$ cat config.mk
export PLATFORM = sky130hd
export DESIGN_NAME = rmii_tx_serializer
export DESIGN_NICKNAME = d
export VERILOG_FILES = /design/src/rtl/rmii_tx_pkg.sv /design/src/rtl/rmii_tx_symclk.sv /design/src/rtl/rmii_tx_shift.sv /design/src/rtl/rmii_tx_ctrl.sv /design/src/rtl/rmii_tx_serializer.sv
export SDC_FILE = /design/constraint.sdc
export NUM_CORES = 1
export LEC_CHECK = 0
export ABC_CLOCK_PERIOD_IN_PS = 5480
export CAP_MARGIN = 20
export CORE_UTILIZATION = 61
export CTS_CLUSTER_DIAMETER = 200
export CTS_CLUSTER_SIZE = 25
export DETAILED_ROUTE_END_ITERATION = 8
export GPL_TIMING_DRIVEN = 0
export PLACE_DENSITY = 0.9
export SYNTH_ARGS = -nofsm -noshare
export SYNTH_HDL_FRONTEND = slang
export SYNTH_HIERARCHICAL = 1
export SYNTH_SLANG_ARGS = --single-unit
$ cat constraint.sdc
create_clock -name clk_i -period 5.48 [get_ports clk_i]
set_clock_uncertainty 0.1 [all_clocks]
set_input_delay 1.096 -clock clk_i [delete_from_list [all_inputs] [get_ports clk_i]]
set_output_delay 1.096 -clock clk_i [all_outputs]
set_load 0.05 [all_outputs]
$ cat src/rtl/rmii_tx_pkg.sv
package rmii_tx_pkg;
  typedef enum logic [1:0] {
    ST_IDLE = 2'd0,
    ST_PRE  = 2'd1,
    ST_DATA = 2'd2,
    ST_GAP  = 2'd3
  } tx_state_e;

  localparam logic [7:0] PRE_OCTET = 8'h55;
  localparam logic [7:0] SFD_OCTET = 8'hD5;
endpackage

$ cat src/rtl/rmii_tx_symclk.sv
module rmii_tx_symclk #(
  parameter int SLOW_DIV = 10
) (
  input  logic clk_i,
  input  logic rst_ni,
  input  logic hold_i,
  input  logic slow_i,
  output logic sym_end_o
);
  localparam int CW = (SLOW_DIV > 1) ? $clog2(SLOW_DIV) : 1;
  localparam logic [CW-1:0] LAST = CW'(SLOW_DIV - 1);

  logic [CW-1:0] cnt_q;

  always_ff @(posedge clk_i) begin
    if (!rst_ni) begin
      cnt_q <= '0;
    end else if (hold_i || !slow_i || cnt_q == LAST) begin
      cnt_q <= '0;
    end else begin
      cnt_q <= cnt_q + 1'b1;
    end
  end

  assign sym_end_o = !hold_i && (!slow_i || cnt_q == LAST);

  AST_DIV_IN_RANGE: assert property (@(posedge clk_i) disable iff (!rst_ni)
    cnt_q <= LAST);
  AST_FAST_NO_COUNT: assert property (@(posedge clk_i) disable iff (!rst_ni)
    !slow_i |=> cnt_q == '0);
endmodule

$ cat src/rtl/rmii_tx_shift.sv
module rmii_tx_shift #(
  parameter int DATA_W = 8,
  parameter int SYM_W  = 2
) (
  input  logic              clk_i,
  input  logic              rst_ni,
  input  logic              load_i,
  input  logic [DATA_W-1:0] load_data_i,
  input  logic              shift_i,
  input  logic              clear_i,
  output logic [SYM_W-1:0]  sym_o,
  output logic              sym_last_o
);
  localparam int SYMS = DATA_W / SYM_W;
  localparam int IW   = (SYMS > 1) ? $clog2(SYMS) : 1;
  localparam logic [IW-1:0] IDX_LAST = IW'(SYMS - 1);

  logic [DATA_W-1:0] shreg_q;
  logic [IW-1:0]     idx_q;

  always_ff @(posedge clk_i) begin
    if (!rst_ni || clear_i) begin
      shreg_q <= '0;
      idx_q   <= '0;
    end else if (load_i) begin
      shreg_q <= load_data_i;
      idx_q   <= '0;
    end else if (shift_i) begin
      shreg_q <= shreg_q >> SYM_W;
      idx_q   <= idx_q + 1'b1;
    end
  end

  assign sym_o      = shreg_q[SYM_W-1:0];
  assign sym_last_o = (idx_q == IDX_LAST);

  AST_LOAD_CLEAR_EXCL: assert property (@(posedge clk_i) disable iff (!rst_ni)
    !(load_i && clear_i));
  AST_LOAD_ONLY_AT_END: assert property (@(posedge clk_i) disable iff (!rst_ni)
    (load_i && shift_i) |-> sym_last_o);
endmodule

$ cat src/rtl/rmii_tx_ctrl.sv
module rmii_tx_ctrl
  import rmii_tx_pkg::*;
#(
  parameter int DATA_W    = 8,
  parameter int SYMS      = 4,
  parameter int PRE_BYTES = 8,
  parameter int GAP_BYTES = 12
) (
  input  logic              clk_i,
  input  logic              rst_ni,
  input  logic              speed_10m_i,
  input  logic              in_valid_i,
  input  logic [DATA_W-1:0] in_data_i,
  input  logic              in_last_i,
  input  logic              sym_end_i,
  input  logic              sym_last_i,
  output logic              in_ready_o,
  output logic              tx_en_o,
  output logic              slow_o,
  output logic              idle_o,
  output logic              load_o,
  output logic [DATA_W-1:0] load_data_o,
  output logic              clear_o
);
  localparam int GAP_SYMS = GAP_BYTES * SYMS;
  localparam int PW = (PRE_BYTES > 1) ? $clog2(PRE_BYTES) : 1;
  localparam int GW = (GAP_SYMS > 1) ? $clog2(GAP_SYMS) : 1;
  localparam logic [PW-1:0] PRE_LAST = PW'(PRE_BYTES - 1);
  localparam logic [GW-1:0] GAP_LAST = GW'(GAP_SYMS - 1);

  tx_state_e     state_q, state_d;
  logic [PW-1:0] pre_cnt_q, pre_cnt_d;
  logic [GW-1:0] gap_cnt_q, gap_cnt_d;
  logic          txen_q, txen_d;
  logic          slow_q, slow_d;
  logic          last_q, last_d;
  logic          byte_end, want_more;

  always_comb begin
    byte_end    = sym_end_i && sym_last_i;
    want_more   = (state_q == ST_PRE && pre_cnt_q == PRE_LAST) ||
                  (state_q == ST_DATA && !last_q);
    in_ready_o  = byte_end && want_more;
    state_d     = state_q;
    pre_cnt_d   = pre_cnt_q;
    gap_cnt_d   = gap_cnt_q;
    txen_d      = txen_q;
    slow_d      = slow_q;
    last_d      = last_q;
    load_o      = 1'b0;
    load_data_o = in_data_i;
    clear_o     = 1'b0;
    case (state_q)
      ST_IDLE: begin
        if (in_valid_i) begin
          state_d     = ST_PRE;
          txen_d      = 1'b1;
          pre_cnt_d   = '0;
          slow_d      = speed_10m_i;
          last_d      = 1'b0;
          load_o      = 1'b1;
          load_data_o = PRE_OCTET;
        end
      end
      ST_PRE, ST_DATA: begin
        if (byte_end) begin
          if (state_q == ST_PRE && pre_cnt_q != PRE_LAST) begin
            pre_cnt_d   = pre_cnt_q + 1'b1;
            load_o      = 1'b1;
            load_data_o = (pre_cnt_q == PRE_LAST - 1'b1) ? SFD_OCTET : PRE_OCTET;
          end else if (want_more && in_valid_i) begin
            state_d = ST_DATA;
            load_o  = 1'b1;
            last_d  = in_last_i;
          end else begin
            state_d   = ST_GAP;
            txen_d    = 1'b0;
            clear_o   = 1'b1;
            gap_cnt_d = '0;
          end
        end
      end
      ST_GAP: begin
        if (sym_end_i) begin
          if (gap_cnt_q == GAP_LAST) begin
            state_d   = ST_IDLE;
            gap_cnt_d = '0;
          end else begin
            gap_cnt_d = gap_cnt_q + 1'b1;
          end
        end
      end
      default: state_d = ST_IDLE;
    endcase
  end

  always_ff @(posedge clk_i) begin
    if (!rst_ni) begin
      state_q   <= ST_IDLE;
      pre_cnt_q <= '0;
      gap_cnt_q <= '0;
      txen_q    <= 1'b0;
      slow_q    <= 1'b0;
      last_q    <= 1'b0;
    end else begin
      state_q   <= state_d;
      pre_cnt_q <= pre_cnt_d;
      gap_cnt_q <= gap_cnt_d;
      txen_q    <= txen_d;
      slow_q    <= slow_d;
      last_q    <= last_d;
    end
  end

  assign tx_en_o = txen_q;
  assign slow_o  = slow_q;
  assign idle_o  = (state_q == ST_IDLE);

  AST_GAP_TXEN_LOW: assert property (@(posedge clk_i) disable iff (!rst_ni)
    state_q == ST_GAP |-> !txen_q);
  AST_TXEN_RISE_FROM_IDLE: assert property (@(posedge clk_i) disable iff (!rst_ni)
    $rose(txen_q) |-> $past(state_q) == ST_IDLE);
  AST_SPEED_LOCKED: assert property (@(posedge clk_i) disable iff (!rst_ni)
    (txen_q && $past(txen_q)) |-> $stable(slow_q));
  AST_NO_TAKE_AFTER_LAST: assert property (@(posedge clk_i) disable iff (!rst_ni)
    (state_q == ST_DATA && last_q) |-> !in_ready_o);
endmodule

$ cat src/rtl/rmii_tx_serializer.sv
module rmii_tx_serializer #(
  parameter int DATA_W    = 8,
  parameter int SYM_W     = 2,
  parameter int SLOW_DIV  = 10,
  parameter int PRE_BYTES = 8,
  parameter int GAP_BYTES = 12
) (
  input  logic              clk_i,
  input  logic              rst_ni,
  input  logic              speed_10m_i,
  input  logic              in_valid_i,
  input  logic [DATA_W-1:0] in_data_i,
  input  logic              in_last_i,
  output logic              in_ready_o,
  output logic              tx_en_o,
  output logic [SYM_W-1:0]  txd_o
);
  localparam int SYMS = DATA_W / SYM_W;

  logic              sym_end, sym_last, slow, idle;
  logic              load, clear;
  logic [DATA_W-1:0] load_data;

  rmii_tx_symclk #(.SLOW_DIV(SLOW_DIV)) u_symclk (
    .clk_i     (clk_i),
    .rst_ni    (rst_ni),
    .hold_i    (idle),
    .slow_i    (slow),
    .sym_end_o (sym_end)
  );

  rmii_tx_ctrl #(
    .DATA_W(DATA_W), .SYMS(SYMS), .PRE_BYTES(PRE_BYTES), .GAP_BYTES(GAP_BYTES)
  ) u_ctrl (
    .clk_i       (clk_i),
    .rst_ni      (rst_ni),
    .speed_10m_i (speed_10m_i),
    .in_valid_i  (in_valid_i),
    .in_data_i   (in_data_i),
    .in_last_i   (in_last_i),
    .sym_end_i   (sym_end),
    .sym_last_i  (sym_last),
    .in_ready_o  (in_ready_o),
    .tx_en_o     (tx_en_o),
    .slow_o      (slow),
    .idle_o      (idle),
    .load_o      (load),
    .load_data_o (load_data),
    .clear_o     (clear)
  );

  rmii_tx_shift #(.DATA_W(DATA_W), .SYM_W(SYM_W)) u_shift (
    .clk_i       (clk_i),
    .rst_ni      (rst_ni),
    .load_i      (load),
    .load_data_i (load_data),
    .shift_i     (sym_end && tx_en_o),
    .clear_i     (clear),
    .sym_o       (txd_o),
    .sym_last_o  (sym_last)
  );

  AST_IDLE_TXD_ZERO: assert property (@(posedge clk_i) disable iff (!rst_ni)
    !tx_en_o |-> txd_o == '0);
  AST_READY_AT_BYTE_END: assert property (@(posedge clk_i) disable iff (!rst_ni)
    in_ready_o |-> (tx_en_o && sym_last && sym_end));
  AST_SYMBOL_HOLD: assert property (@(posedge clk_i) disable iff (!rst_ni)
    (tx_en_o && $past(tx_en_o) && !$past(sym_end)) |-> $stable(txd_o));
endmodule

; Word-level counts from Yosys, hierarchy flattened
; Cells that the tools add are included.
[totals]
register_bits = 28
mem_bits_ro = 0
output_inout_bits = 4
n_memories = 0
input_bits = 13
latchBits = 0
wordCells = 104
ram_bits = 0
[classes]
n_bitwise = 1
eq_ne = 17
mul = 0
shifts = 0
n_addsub = 4
mux = 43
n_lt_le_gt_ge = 0
reduce_logical = 30
div = 0
[op_table]
columns = operator, count
row1 = $mux W8, 6
row2 = $mux W6, 5
row3 = $reduce_and A5 Y1, 4
row4 = $mux W1, 17
row5 = $pmux W8 S2, 1
row6 = $pmux W6 S2, 1
row7 = $mux W2, 5
row8 = $mux W3, 3
row9 = $logic_and A1 B1 Y1, 8
row10 = $ne A2 B1 Y1 const B, 4
row11 = $ne A2 B2 Y1 const B, 4
row12 = $add A6 B1 Y6 const B, 1
row13 = $eq A2 B2 Y1 const B, 3
row14 = $eq A3 B3 Y1 const B, 2
row15 = $eq A6 B6 Y1 const B, 1
row16 = $pmux W1 S2, 3
row17 = $pmux W2 S3, 1
row18 = $pmux W3 S2, 1
row19 = $reduce_bool A2 Y1, 3
row20 = $reduce_or A2 Y1, 3
row21 = $logic_or A1 B1 Y1, 5
row22 = $add A4 B1 Y4 const B, 1
row23 = $eq A4 B4 Y1 const B, 1
row24 = $logic_not A1 Y1, 4
row25 = 8 further kinds, 8

; Depth between registers and ports, before layout
[depth]
ltp_word = 10
ltp_mapped = 10
mapped_depth_nobuf = 10

; Hierarchy
; Netlist, hierarchy kept.
[modules_own_cells]
columns = mod, instances, cells_per_inst, area_per_inst_um2, seq_area_each_um2
row1 = rmii_tx_ctrl, 1, 128, 1089.8, 280.3
row2 = rmii_tx_shift, 1, 46, 464.2, 200.2
row3 = rmii_tx_symclk, 1, 17, 173.9, 80.1
row4 = rmii_tx_serializer, 1, 1, 6.3, 0.0

; Worst setup path before layout
; OpenSTA, ideal clock, no wires.
[synth_path]
path_kind = reg-to-output
startpoint = reg u_ctrl.state_q[0]
endpoint = out in_ready_o
required_ns = 4.284
stages_incl_launch_ff = 6
t_arrival_ns = 1.864
slack_ns = 2.420
n_path_buf = 0
cell_sequence = dfxtp_1 inv_1 ha_1 a21oi_1 nand2_2 a21oi_1
[synth_between]
elab_chain_len = 5
word_cells_on_any_way = 10
classes_between = 2 x eq/ne / 8 x reduce/logical
[synth_lines]
columns = element, line
row1 = from (decl), rmii_tx_ctrl.sv:31  ; tx_state_e state_q, state_d;
row2 = from (signal assigned), rmii_tx_ctrl.sv:106  ; state_q <= state_d;
row3 = $logic_not A2 Y1, rmii_tx_ctrl.sv:117  ; assign idle_o = (state_q == ST_IDLE);
row4 = named net idle, rmii_tx_serializer.sv:20  ; logic sym_end, sym_last, slow, idle;
row5 = $logic_not A1 Y1, rmii_tx_symclk.sv:25  ; assign sym_end_o = !hold_i && (!slow_i || cnt_q == LAST);
row6 = $logic_and A1 B1 Y1, rmii_tx_symclk.sv:25
row7 = named net sym_end, rmii_tx_serializer.sv:20
row8 = $logic_and A1 B1 Y1, rmii_tx_ctrl.sv:40  ; byte_end = sym_end_i && sym_last_i;
row9 = $logic_and A1 B1 Y1, rmii_tx_ctrl.sv:43  ; in_ready_o = byte_end && want_more;
row10 = to (decl), rmii_tx_serializer.sv:14  ; output logic in_ready_o,
; The timed path passes the listed nets, and every way through them passes these cells.

; Worst setup path after layout
; Ends and elaborated chain as after synthesis.

==> flow_metrics.tcl <==
set metrics [dict create \
    rsz0062_at_grt "no" \
    dpl.hpwl_um 2760 \
    drt_iter0_markers 88 \
    report.final.slew_viol_count 0 \
    cp-end-kind "output port" \
    synth-edff-count 0 \
    detail_route.wl_per_cell_um 15.55 \
    tightest_slew_ps 624.6 \
    routed_wl_um 3763 \
    p_leak_nw 0.7167 \
    initial_utilization_pct 66.96 \
    insertion_delay_ps 340 \
    die-area_um2 3060 \
    dp_worst_setup_slack_ps 1977 \
    synth.distinct_cells 50 \
    synth_warnings 6 \
    cp-start-kind "flip-flop" \
    worstPathMaxFanout 9 \
    synthTopCellsByArea "dfxtp_1 (32%), ha_1 (7.9%), mux2i_1 (5.8%), nor2b_1 (4.0%), a211oi_1 (3.9%)" \
    dr_total_vias 1522 \
    critPathMaxStageDelay_ps 850 \
    die_w_um 55.32 \
    ir_worst_vdd_mv 0.3495 \
    fin_nets 237 \
    io_buffers 16 \
    synthCells 192 \
    routabilityCongestion 0.8531 \
    ys_ff_latch 28 \
    fillers 190 \
    cp_data_required_time_ps 4280 \
    synth_top_cell_by_area "dfxtp_1" \
    power.density_nw_per_um2 452.5 \
    die_h_um 55.32 \
    cts_buffer_depth 2 \
    seq_area_frac_synth_pct 32.32 \
    grt_pass1_wl_um 6216 \
    synthFlopType "dfxtp_1" \
    cts_tree "built" \
    core.rowCount 18 \
    synth.cell_area_um2 1734 \
    setup_viol 0 \
    antenna_left 0 \
    syn_nets 216 \
    syn2layout_area_growth_pct 13.49 \
    grt_start_max_net_pins 16 \
    first_global_vias 1396 \
    post_cts_buffers 0 \
    cts.clk_slew.worst_paths_ps 150 \
    fin_setup_tns_ps 0 \
    relSlewSlack_pct 58.27 \
    drive_gt1_share_pct 10.85 \
    numClockSinks 28 \
    worst_slack_ps 1580 \
    yosys-top-cells-count "dfxtp_1 (28), nand2_1 (18), a21oi_1 (12), inv_1 (12)" \
    grt_usage_pct 24.84 \
    critPathTopFamily "buffers and inverters" \
    drc_errors 0 \
    finalHoldViolCount 0 \
    postLayoutCoreUtil_pct 75.99 \
    status "finished clean" \
    diodes 0 \
    path_common_cell "a21oi_1" \
    avgSynthCellArea_um2 9.032 \
    design.core.area_um2 2590 \
    path_class "reg -> out" \
    fin_crit_sh_pct 71.16 \
    gr-total-overflow 0 \
    crit_buf_inv 2 \
    antenna_found_initial 0 \
    clockRootBuffer "clkbuf_4" \
    period_minus_slack_ps 3900 \
    multi_input_area_um2 1051 \
    final_area_um2 1968 \
    power_uw 890.6 \
    cts_buffers 3 \
    hold_ws_ps 379.6 \
    dpl-instance-area_um2 1932 \
    via_per_inst 6.289 \
    ios 17 \
    htreeDepth 1 \
    seqCellArea_um2 560.5 \
    dr.pass1.iters 5 \
    maxCapViolCount 0 \
    hold_buffers 0 \
    dp.cells 238 \
    stdcell_count 242 \
    path_cells "inv_1 > ha_1 > a21oi_1 > nand2_2 > a21oi_1 > clkdlybuf4s50_1" \
    post_cts_resized 0 \
    cp_slowest_cell "clkdlybuf4s50_1" \
    min_path_type "reg -> reg" \
    synth.top_cell.area_share_pct 32.32 \
    arrival_ps 2700 \
    async_flop_share_pct 0 \
    max_freq_ghz 0.2564 \
    synth_most_common_cell "dfxtp_1" \
]
report_power, final:
group / leakage [nW] / internal [mW] / switching [mW]
sequential: 0.228 / 0.239 / 0.0245
clock: 0.0210 / 0.0407 / 0.0595
combinational: 0.468 / 0.217 / 0.310
total: 0.717 / 0.497 / 0.394
state kept, by name, summed over array words and instances, names as in the netlist:
| register | cells |
|---|---|
| u_ctrl/slow_o | 1 |
| u_shift/shreg_q | 8 |
| u_ctrl/tx_en_o | 1 |
| u_ctrl/last_q | 1 |
| u_ctrl/pre_cnt_q | 3 |
| u_shift/idx_q | 2 |
| u_ctrl/state_q | 2 |
| u_symclk/cnt_q | 4 |
| u_ctrl/gap_cnt_q | 6 |
kinds of logic (layout without fill, tap and decap cells):
| kind of cell | after synthesis | in the layout | share of synthesized area, % |
|---|---|---|---|
| AOI/OAI and AO/OA | 50 | 50 | 22.94 |
| xor gates and xnor gates | 3 | 3 | 1.515 |
| buffers and inverters | 21 | 41 | 7.070 |
| muxes | 10 | 10 | 5.772 |
| adders and majority gates | 11 | 11 | 7.936 |
| and+or+nand+nor | 69 | 69 | 22.44 |
| DFF | 28 | 28 | 32.32 |
cell usage in the layout, fill, tap and decap left out, types with 3 or more instances in the layout:
cell type | Yosys | final
nor2b_1 | 11 | 11
a2111oi_0 | 4 | 4
a21oi_1 | 12 | 12
inv_1 | 12 | 12
ha_1 | 11 | 11
a21o_1 | 4 | 4
o21ai_0 | 3 | 3
a211oi_1 | 9 | 9
nand3_1 | 7 | 7
dfxtp_1 | 28 | 28
or3_1 | 5 | 5
nand2_1 | 18 | 18
clkbuf_8 | 2 | 3
clkdlybuf4s50_1 | 0 | 16
mux2i_1 | 10 | 10
nor3_1 | 4 | 4
clkbuf_4 | 0 | 3
nor2_1 | 7 | 7
o32ai_1 | 3 | 3
per-layer routing:
| metal | global-route usage [%] | part of all wire, % | vias to the layer above |
|---|---|---|---|
| li1 | - | - | 738 |
| met1 | 32.75 | 43 | 728 |
| met2 | 40.45 | 49 | 48 |
| met3 | 4.918 | 5.3 | 8 |
| met4 | 8.571 | 1.8 | 0 |
| met5 | 0 | 0 | - |
layout make-up:
type,count,share of cell area (%)
multi-input cells,143,53.40
flip-flops and latches,28,28.48
repair buffers,16,8.137
plain buffers,9,3.942
inverters,12,2.289
well taps,30,1.907
clock buffers,4,1.844
worst min-delay path, delay by kind of cell, from the launching register on:
| kind | cells | cell delay [ps] |
|---|---|---|
| mux | 1 | 50 |
| simple gates | 1 | 60 |
| flops | 1 | 340 |
worst paths after layout:
check / start / endpoint / slack [ps] / cells after the start
worst max-delay path: u_ctrl/state_q[0] / in_ready_o / 1580 / 6
worst min-delay path: u_ctrl/last_q / u_ctrl/last_q / 380 / 2
worst max register to register: u_ctrl/state_q[0] / u_shift/shreg_q[4] / 2730 / 9
worst min register to register: u_ctrl/last_q / u_ctrl/last_q / 380 / 2
No activity file was read; power rests on OpenSTA's default activity.
